File: src/rtl/flash_guard_pkg.sv
`timescale 1ns/1ps
package flash_guard_pkg;

    typedef enum logic [2:0] {
        KIND_FETCH = 3'd0,
        KIND_DREAD = 3'd1,
        KIND_DBGRD = 3'd2,
        KIND_PROG  = 3'd3,
        KIND_ERASE = 3'd4
    } req_kind_e;

    localparam int IRQ_DONE = 0;
    localparam int IRQ_VIOL = 1;
    localparam int IRQ_PUMP = 2;
    localparam int IRQ_W    = 3;

endpackage

File: src/rtl/fg_prot_regs.sv
`timescale 1ns/1ps
module fg_prot_regs #(
    parameter int NUM_BLK = 8
) (
    input  logic               clk,
    input  logic               rst_n,
    input  logic               prot_we,
    input  logic               prot_sel,
    input  logic [NUM_BLK-1:0] prot_wdata,
    output logic [NUM_BLK-1:0] rd_en,
    output logic [NUM_BLK-1:0] pg_en
);

    typedef struct packed {
        logic [NUM_BLK-1:0] rd;
        logic [NUM_BLK-1:0] pg;
    } prot_t;

    prot_t st_d, st_q;

    always_comb begin
        st_d = st_q;
        if (prot_we) begin
            if (prot_sel) st_d.pg = st_q.pg & prot_wdata;
            else          st_d.rd = st_q.rd & prot_wdata;
        end
    end

    always_ff @(posedge clk or negedge rst_n) begin
        if (!rst_n) begin
            st_q.rd <= '1;
            st_q.pg <= '1;
        end else begin
            st_q <= st_d;
        end
    end

    assign rd_en = st_q.rd;
    assign pg_en = st_q.pg;


    prot_only_clear_chk: assert property (@(posedge clk) disable iff (!rst_n)
        1'b1 |=> (((st_q.rd & ~$past(st_q.rd)) == '0) && ((st_q.pg & ~$past(st_q.pg)) == '0)));

endmodule

File: src/rtl/fg_access_check.sv
`timescale 1ns/1ps
module fg_access_check
    import flash_guard_pkg::*;
#(
    parameter int NUM_BLK = 8,
    parameter int BLK_LSB = 14,
    parameter int ADDR_W  = 17
) (
    input  logic               req_valid,
    input  logic [2:0]         req_kind,
    input  logic [ADDR_W-1:0]  req_addr,
    input  logic [NUM_BLK-1:0] rd_en,
    input  logic [NUM_BLK-1:0] pg_en,
    input  logic               busy,
    output logic               is_read,
    output logic               read_ok,
    output logic               op_start,
    output logic               op_viol
);

    localparam int BLK_W = (NUM_BLK > 1) ? $clog2(NUM_BLK) : 1;

    logic [BLK_W-1:0] blk;
    logic             rd_right;
    logic             pg_right;
    logic             is_write;

    assign blk      = req_addr[BLK_LSB +: BLK_W];
    assign rd_right = rd_en[blk];
    assign pg_right = pg_en[blk];

    always_comb begin
        is_read  = 1'b0;
        is_write = 1'b0;
        read_ok  = 1'b0;
        if (req_valid) begin
            case (req_kind_e'(req_kind))
                KIND_FETCH: begin
                    is_read = 1'b1;
                    read_ok = 1'b1;
                end
                KIND_DREAD, KIND_DBGRD: begin
                    is_read = 1'b1;
                    read_ok = rd_right;
                end
                KIND_PROG, KIND_ERASE: is_write = 1'b1;
                default: ;
            endcase
        end
        op_start = is_write && !busy && pg_right;
        op_viol  = is_write && !busy && !pg_right;
    end

endmodule

File: src/rtl/fg_prog_seq.sv
`timescale 1ns/1ps
module fg_prog_seq #(
    parameter int PROG_CYCLES = 4
) (
    input  logic clk,
    input  logic rst_n,
    input  logic start,
    input  logic pump_fault,
    output logic busy,
    output logic done,
    output logic abort
);

    localparam int CNT_W = (PROG_CYCLES > 1) ? $clog2(PROG_CYCLES) : 1;

    typedef struct packed {
        logic             busy;
        logic [CNT_W-1:0] cnt;
    } seq_t;

    seq_t s_d, s_q;

    always_comb begin
        s_d   = s_q;
        done  = 1'b0;
        abort = 1'b0;
        if (s_q.busy) begin
            if (pump_fault) begin
                s_d.busy = 1'b0;
                abort    = 1'b1;
            end else if (s_q.cnt == '0) begin
                s_d.busy = 1'b0;
                done     = 1'b1;
            end else begin
                s_d.cnt = s_q.cnt - 1'b1;
            end
        end else if (start) begin
            s_d.busy = 1'b1;
            s_d.cnt  = CNT_W'(PROG_CYCLES - 1);
        end
    end

    always_ff @(posedge clk or negedge rst_n) begin
        if (!rst_n) begin
            s_q <= '0;
        end else begin
            s_q <= s_d;
        end
    end

    assign busy = s_q.busy;


    pump_abort_chk: assert property (@(posedge clk) disable iff (!rst_n)
        (s_q.busy && pump_fault) |=> !s_q.busy);

endmodule

File: src/rtl/fg_irq.sv
`timescale 1ns/1ps
module fg_irq
    import flash_guard_pkg::*;
(
    input  logic             clk,
    input  logic             rst_n,
    input  logic [IRQ_W-1:0] set,
    input  logic [IRQ_W-1:0] clr,
    input  logic             mask_we,
    input  logic [IRQ_W-1:0] mask_wdata,
    output logic [IRQ_W-1:0] raw,
    output logic             irq
);

    typedef struct packed {
        logic [IRQ_W-1:0] raw;
        logic [IRQ_W-1:0] mask;
    } irq_t;

    irq_t st_d, st_q;

    always_comb begin
        st_d     = st_q;
        st_d.raw = (st_q.raw & ~clr) | set;
        if (mask_we) st_d.mask = mask_wdata;
    end

    always_ff @(posedge clk or negedge rst_n) begin
        if (!rst_n) begin
            st_q <= '0;
        end else begin
            st_q <= st_d;
        end
    end

    assign raw = st_q.raw;
    assign irq = |(st_q.raw & st_q.mask);


    raw_sticky_chk: assert property (@(posedge clk) disable iff (!rst_n)
        1'b1 |=> ((st_q.raw & $past(st_q.raw & ~clr)) == $past(st_q.raw & ~clr)));


    set_wins_chk: assert property (@(posedge clk) disable iff (!rst_n)
        (|set) |=> ((st_q.raw & $past(set)) == $past(set)));

endmodule

File: src/rtl/flash_guard.sv
`timescale 1ns/1ps
module flash_guard
    import flash_guard_pkg::*;
#(
    parameter int NUM_BLK     = 8,
    parameter int BLK_BYTES   = 16384,
    parameter int DATA_W      = 32,
    parameter int PROG_CYCLES = 4
) (
    input  logic                                        clk,
    input  logic                                        rst_n,
    input  logic                                        req_valid,
    input  logic [2:0]                                  req_kind,
    input  logic [$clog2(BLK_BYTES)+$clog2(NUM_BLK)-1:0] req_addr,
    output logic [$clog2(BLK_BYTES)+$clog2(NUM_BLK)-1:0] arr_addr,
    input  logic [DATA_W-1:0]                           arr_rdata,
    output logic                                        rsp_valid,
    output logic                                        rsp_err,
    output logic [DATA_W-1:0]                           rsp_rdata,
    input  logic                                        prot_we,
    input  logic                                        prot_sel,
    input  logic [NUM_BLK-1:0]                          prot_wdata,
    output logic [NUM_BLK-1:0]                          rd_en_o,
    output logic [NUM_BLK-1:0]                          pg_en_o,
    input  logic                                        pump_fault,
    output logic                                        busy,
    input  logic [2:0]                                  irq_clr,
    input  logic                                        mask_we,
    input  logic [2:0]                                  mask_wdata,
    output logic [2:0]                                  raw_status,
    output logic                                        irq
);

    localparam int BLK_LSB = $clog2(BLK_BYTES);
    localparam int ADDR_W  = BLK_LSB + $clog2(NUM_BLK);

    typedef struct packed {
        logic              v;
        logic              e;
        logic [DATA_W-1:0] d;
    } rsp_t;

    logic [NUM_BLK-1:0] rd_en, pg_en;
    logic               is_read, read_ok, op_start, op_viol;
    logic               seq_done, seq_abort;
    logic [IRQ_W-1:0]   irq_set;
    rsp_t               rsp_d, rsp_q;

    fg_prot_regs #(.NUM_BLK(NUM_BLK)) u_prot (
        .clk       (clk),
        .rst_n     (rst_n),
        .prot_we   (prot_we),
        .prot_sel  (prot_sel),
        .prot_wdata(prot_wdata),
        .rd_en     (rd_en),
        .pg_en     (pg_en)
    );

    fg_access_check #(
        .NUM_BLK(NUM_BLK),
        .BLK_LSB(BLK_LSB),
        .ADDR_W (ADDR_W)
    ) u_chk (
        .req_valid(req_valid),
        .req_kind (req_kind),
        .req_addr (req_addr),
        .rd_en    (rd_en),
        .pg_en    (pg_en),
        .busy     (busy),
        .is_read  (is_read),
        .read_ok  (read_ok),
        .op_start (op_start),
        .op_viol  (op_viol)
    );

    fg_prog_seq #(.PROG_CYCLES(PROG_CYCLES)) u_seq (
        .clk       (clk),
        .rst_n     (rst_n),
        .start     (op_start),
        .pump_fault(pump_fault),
        .busy      (busy),
        .done      (seq_done),
        .abort     (seq_abort)
    );

    always_comb begin
        irq_set           = '0;
        irq_set[IRQ_DONE] = seq_done;
        irq_set[IRQ_VIOL] = op_viol;
        irq_set[IRQ_PUMP] = seq_abort;
    end

    fg_irq u_irq (
        .clk       (clk),
        .rst_n     (rst_n),
        .set       (irq_set),
        .clr       (irq_clr),
        .mask_we   (mask_we),
        .mask_wdata(mask_wdata),
        .raw       (raw_status),
        .irq       (irq)
    );

    assign arr_addr = req_addr;

    always_comb begin
        rsp_d   = '0;
        rsp_d.v = is_read;
        rsp_d.e = is_read && !read_ok;
        rsp_d.d = (is_read && read_ok) ? arr_rdata : '0;
    end

    always_ff @(posedge clk or negedge rst_n) begin
        if (!rst_n) begin
            rsp_q <= '0;
        end else begin
            rsp_q <= rsp_d;
        end
    end

    assign rsp_valid = rsp_q.v;
    assign rsp_err   = rsp_q.e;
    assign rsp_rdata = rsp_q.d;
    assign rd_en_o   = rd_en;
    assign pg_en_o   = pg_en;


    refused_zero_chk: assert property (@(posedge clk) disable iff (!rst_n)
        rsp_err |-> (rsp_rdata == '0));


    err_has_valid_chk: assert property (@(posedge clk) disable iff (!rst_n)
        rsp_err |-> rsp_valid);


    viol_flag_chk: assert property (@(posedge clk) disable iff (!rst_n)
        op_viol |=> (raw_status[IRQ_VIOL] && !busy));


    busy_no_viol_chk: assert property (@(posedge clk) disable iff (!rst_n)
        (busy && !raw_status[IRQ_VIOL]) |=> !raw_status[IRQ_VIOL]);


    abort_flag_chk: assert property (@(posedge clk) disable iff (!rst_n)
        (busy && pump_fault) |=> raw_status[IRQ_PUMP]);

endmodule

File: config.mk
export PLATFORM = sky130hd
export DESIGN_NAME = flash_guard
export DESIGN_NICKNAME = d
export VERILOG_FILES = /design/src/rtl/flash_guard_pkg.sv /design/src/rtl/fg_prot_regs.sv /design/src/rtl/fg_access_check.sv /design/src/rtl/fg_prog_seq.sv /design/src/rtl/fg_irq.sv /design/src/rtl/flash_guard.sv
export SDC_FILE = /design/constraint.sdc
export NUM_CORES = 1
export LEC_CHECK = 0
export BUFFER_PORTS_ARGS = -buffer_cell sky130_fd_sc_hd__buf_2
export CORE_ASPECT_RATIO = 1.2
export CORE_MARGIN = 3
export CORE_UTILIZATION = 43
export CTS_BUF_LIST = sky130_fd_sc_hd__clkbuf_8 sky130_fd_sc_hd__clkbuf_16
export DETAILED_ROUTE_END_ITERATION = 8
export PLACE_DENSITY_LB_ADDON = 0.15
export RECOVER_POWER = 100
export SYNTH_ARGS = -nofsm -noshare
export SYNTH_HDL_FRONTEND = slang
export SYNTH_HIERARCHICAL = 1
export SYNTH_SLANG_ARGS = --single-unit
File: constraint.sdc
create_clock -name clk -period 2.2 [get_ports clk]
set_clock_uncertainty 0.1 [all_clocks]
set_input_delay 0.11 -clock clk [delete_from_list [all_inputs] [get_ports clk]]
set_output_delay 0.11 -clock clk [all_outputs]
set_load 0.03 [all_outputs]
==> metrics <==
outcome=finished, violations left; violated checks=capacitance limit, slew limit; TritonCTS buffer count=9; Yosys Warn Count=6; Layout area overhead=46.29%; WS Path Type=reg2reg; I/O pin total=145; top post-synthesis cells by count=dfrtp_1, and3_1, buf_4, o21a_1, dfstp_2; Slew headroom=-1.205%; clock sinks=between 50 and 60; diodes inserted=0; fin worst setup slack=between 0.2 and 0.3 ns; Setup crit end kind=register; Reg2Reg Depth=5; Fmax=about 520 MHz; combinational power share=under 10%; clock root cell=clkbuf_8; simple logic cell fraction of the synthesized area=11.96%; Power Internal=between 0.0015 and 0.002 W; total grt overflow=0; Max Root-Sink Buffers=2; drt pass-1 iters=4; DRT antenna net count=0; Compound-Gate Fraction of Synth Area=a little under a tenth; Seq cells post-synth=59; syn avg cell area=around 13 um2; Crit Reg-Reg Endpoint=rsp_rdata[8]; final hold vios=0; CTS tree=yes; cells after synthesis=180; Hold WS=0.02560 ns; switching power=about 0.0005 W; Final Setup Violations=0; Setup crit end=rsp_rdata[8]; Hold Path Class=in2reg; chip height=around 88 um; # port buffers=~120; vias=1909; first-pass GRT wire length=around 9400 um; ys flop type=dfrtp_1; syn nets=about 250; final setup TNS=0 ns; crit path DAT=between 2 and 2.5 ns; drt drc=0; worst path required time=between 2 and 2.5 ns; number of flops mapped to enable cells by yosys=0; max-slew violation count=28; Max IR drop VDD=between 500 and 600 uV; Die Wd=74.13 um; WL final=between 6000 and 7000 um; per-cell routed wire length=about 15 um; Post-Syn Area=2395 um2; period utilization=just under 90%; xor and xnor area share after synthesis=0%; Switching Fraction=21.48%; DP Wirelength=around 3800 um; share of the yosys chip area belonging to registers=a little over three fifths; Synth top area share=44.93%; count of cell types in the netlist=33; setup bufs post-CTS=0; initial core utilization=between 40% and 50%; ys async rst share=100.0%; Critical Path Fanout Max=33; CP Launch Type=register; Setup WS pre-CTS=0.3064 ns; pwr dens=about 650 nW/um2; crit path time final=1.937 ns; synth top area cells=dfrtp_1, dfstp_2, and3_1, buf_4, o21a_1; vias per inst=around 4.8; H-tree depth=3; reg2reg setup slack=approximately 0.26 ns; DR iter-0 viols=about 100; total track usage=between 10% and 20%; top-count cell post-synth=dfrtp_1; Worst-Margin Slew=about 1.5 ns; largest family of logic cells by synthesized area=simple AND/OR/NAND/NOR gates; area leader, netlist=dfrtp_1; Worst Setup SP=u_prot/rd_en[3]; clock share of power=roughly two fifths; Final #Nets=406; RSZ-0062 raised after global routing=no; fraction of layout cells with a size suffix above 1=between 20 and 25%; Die Footprint=6504 um2; Clock transition at path regs=around 0.06 ns; MaxCap Viol Count=1; sequential fraction of design power=48.5%; GPL Wtd Cong=about 0.7; min-delay src=pump_fault; pin count of the biggest net entering global routing=35; mux contribution to synthesized area=under 10%; fraction of the mapped netlist area in adder cells=less than 1%; Worst-Skew Late Latency=about 0.32 ns; antenna violations before repair=0; vias in the first global route=just under 2000; leakage power=about 1.8 nW; worst r2r src=u_prot/rd_en[3]; row count=29; core footprint=5334 um2
worst min-delay path by stage:
stage	end	cells after the start
2_1_floorplan	rsp_err	0
4_1_cts	u_irq/raw[0]	3
5_1_grt	u_irq/raw[0]	3
6_report	u_irq/raw[0]	3
3_3_place_gp	rsp_rdata[14]	1
3_5_place_dp	rsp_rdata[14]	1
kinds of logic after synthesis:
family,after synthesis
adders and majority gates,1
and+or+nand+nor,47
DFF,59
buffers and inverters,35
AOI/OAI and AO/OA,28
muxes,10
cells in the final DEF, fill, tap and decap left out, drive strengths merged, types with 4 or more instances in the layout:
| cell type | synthesis | routed |
|---|---|---|
| mux2 | 4 | 4 |
| dfstp | 16 | 16 |
| inv | 7 | 9 |
| dlygate4sd3 | 0 | 50 |
| dfrtp | 43 | 43 |
| and3 | 32 | 32 |
| clkbuf | 2 | 71 |
| o21a | 17 | 17 |
| buf | 26 | 59 |
stage by stage:
stage	cells	total power, W	util (%)	cell area [um2]
6_report	398	0.002270	65.68	3503
5_1_grt	398	0.002369	65.68	3503
4_1_cts	398	0.002298	67.21	3585
3_5_place_dp	333	0.001272	54.19	2890
3_3_place_gp	333	0.001272	54.19	2890
2_1_floorplan	180	0.001228	-	2395
power by group through the flow:
| stage | sequential [W] | clock (W) | combinational [W] |
|---|---|---|---|
| global route | 0.00110 | 0.00103 | 0.000242 |
| finish | 0.00110 | 0.000950 | 0.000219 |
| CTS | 0.00110 | 0.000972 | 0.000223 |
| global placement | 0.00112 | 0 | 0.000152 |
| floorplan | 0.00113 | 0 | 0.000102 |
| detailed placement | 0.00112 | 0 | 0.000151 |
area by class of cell:
class / count / area [um2]
fillers: 427 / 1831
repair buffers: 169 / 1039
inverters: 7 / 26.28
clock inverters: 4 / 42.54
clock buffers: 11 / 151.4
well taps: 62 / 77.57
multi-input cells: 86 / 670.6
flip-flops and latches: 59 / 1496
worst max-delay path, stage by stage (launching register included):
cell	delay, ns
dfstp_1	0.39
mux4_2	0.47
nor2b_1	0.14
o31a_1	0.28
buf_4	0.21
and3_1	0.21
registers in the layout, summed over array words and instances (netlist names):
name and count:
rsp_rdata 32, u_prot/pg_en 8, u_prot/rd_en 8, u_irq/raw 3, u_irq/st_q 3, u_seq/s_q 2
rsp_err 1, rsp_valid 1, u_seq/busy 1
repair_timing:
action | 4_1_cts | 5_1_grt
hold buffers | 50 | 0
hold endpoints to repair | 81 | 0
resized for setup | 0 | 0
per-layer routing:
metal / share of wire [%] / track usage, %
met5: 0 / 0
met1: 38 / 20.85
met2: 54 / 34.84
met4: 1.3 / 9.390
met3: 7.5 / 5.626
Power figures use the tool's default switching activity.
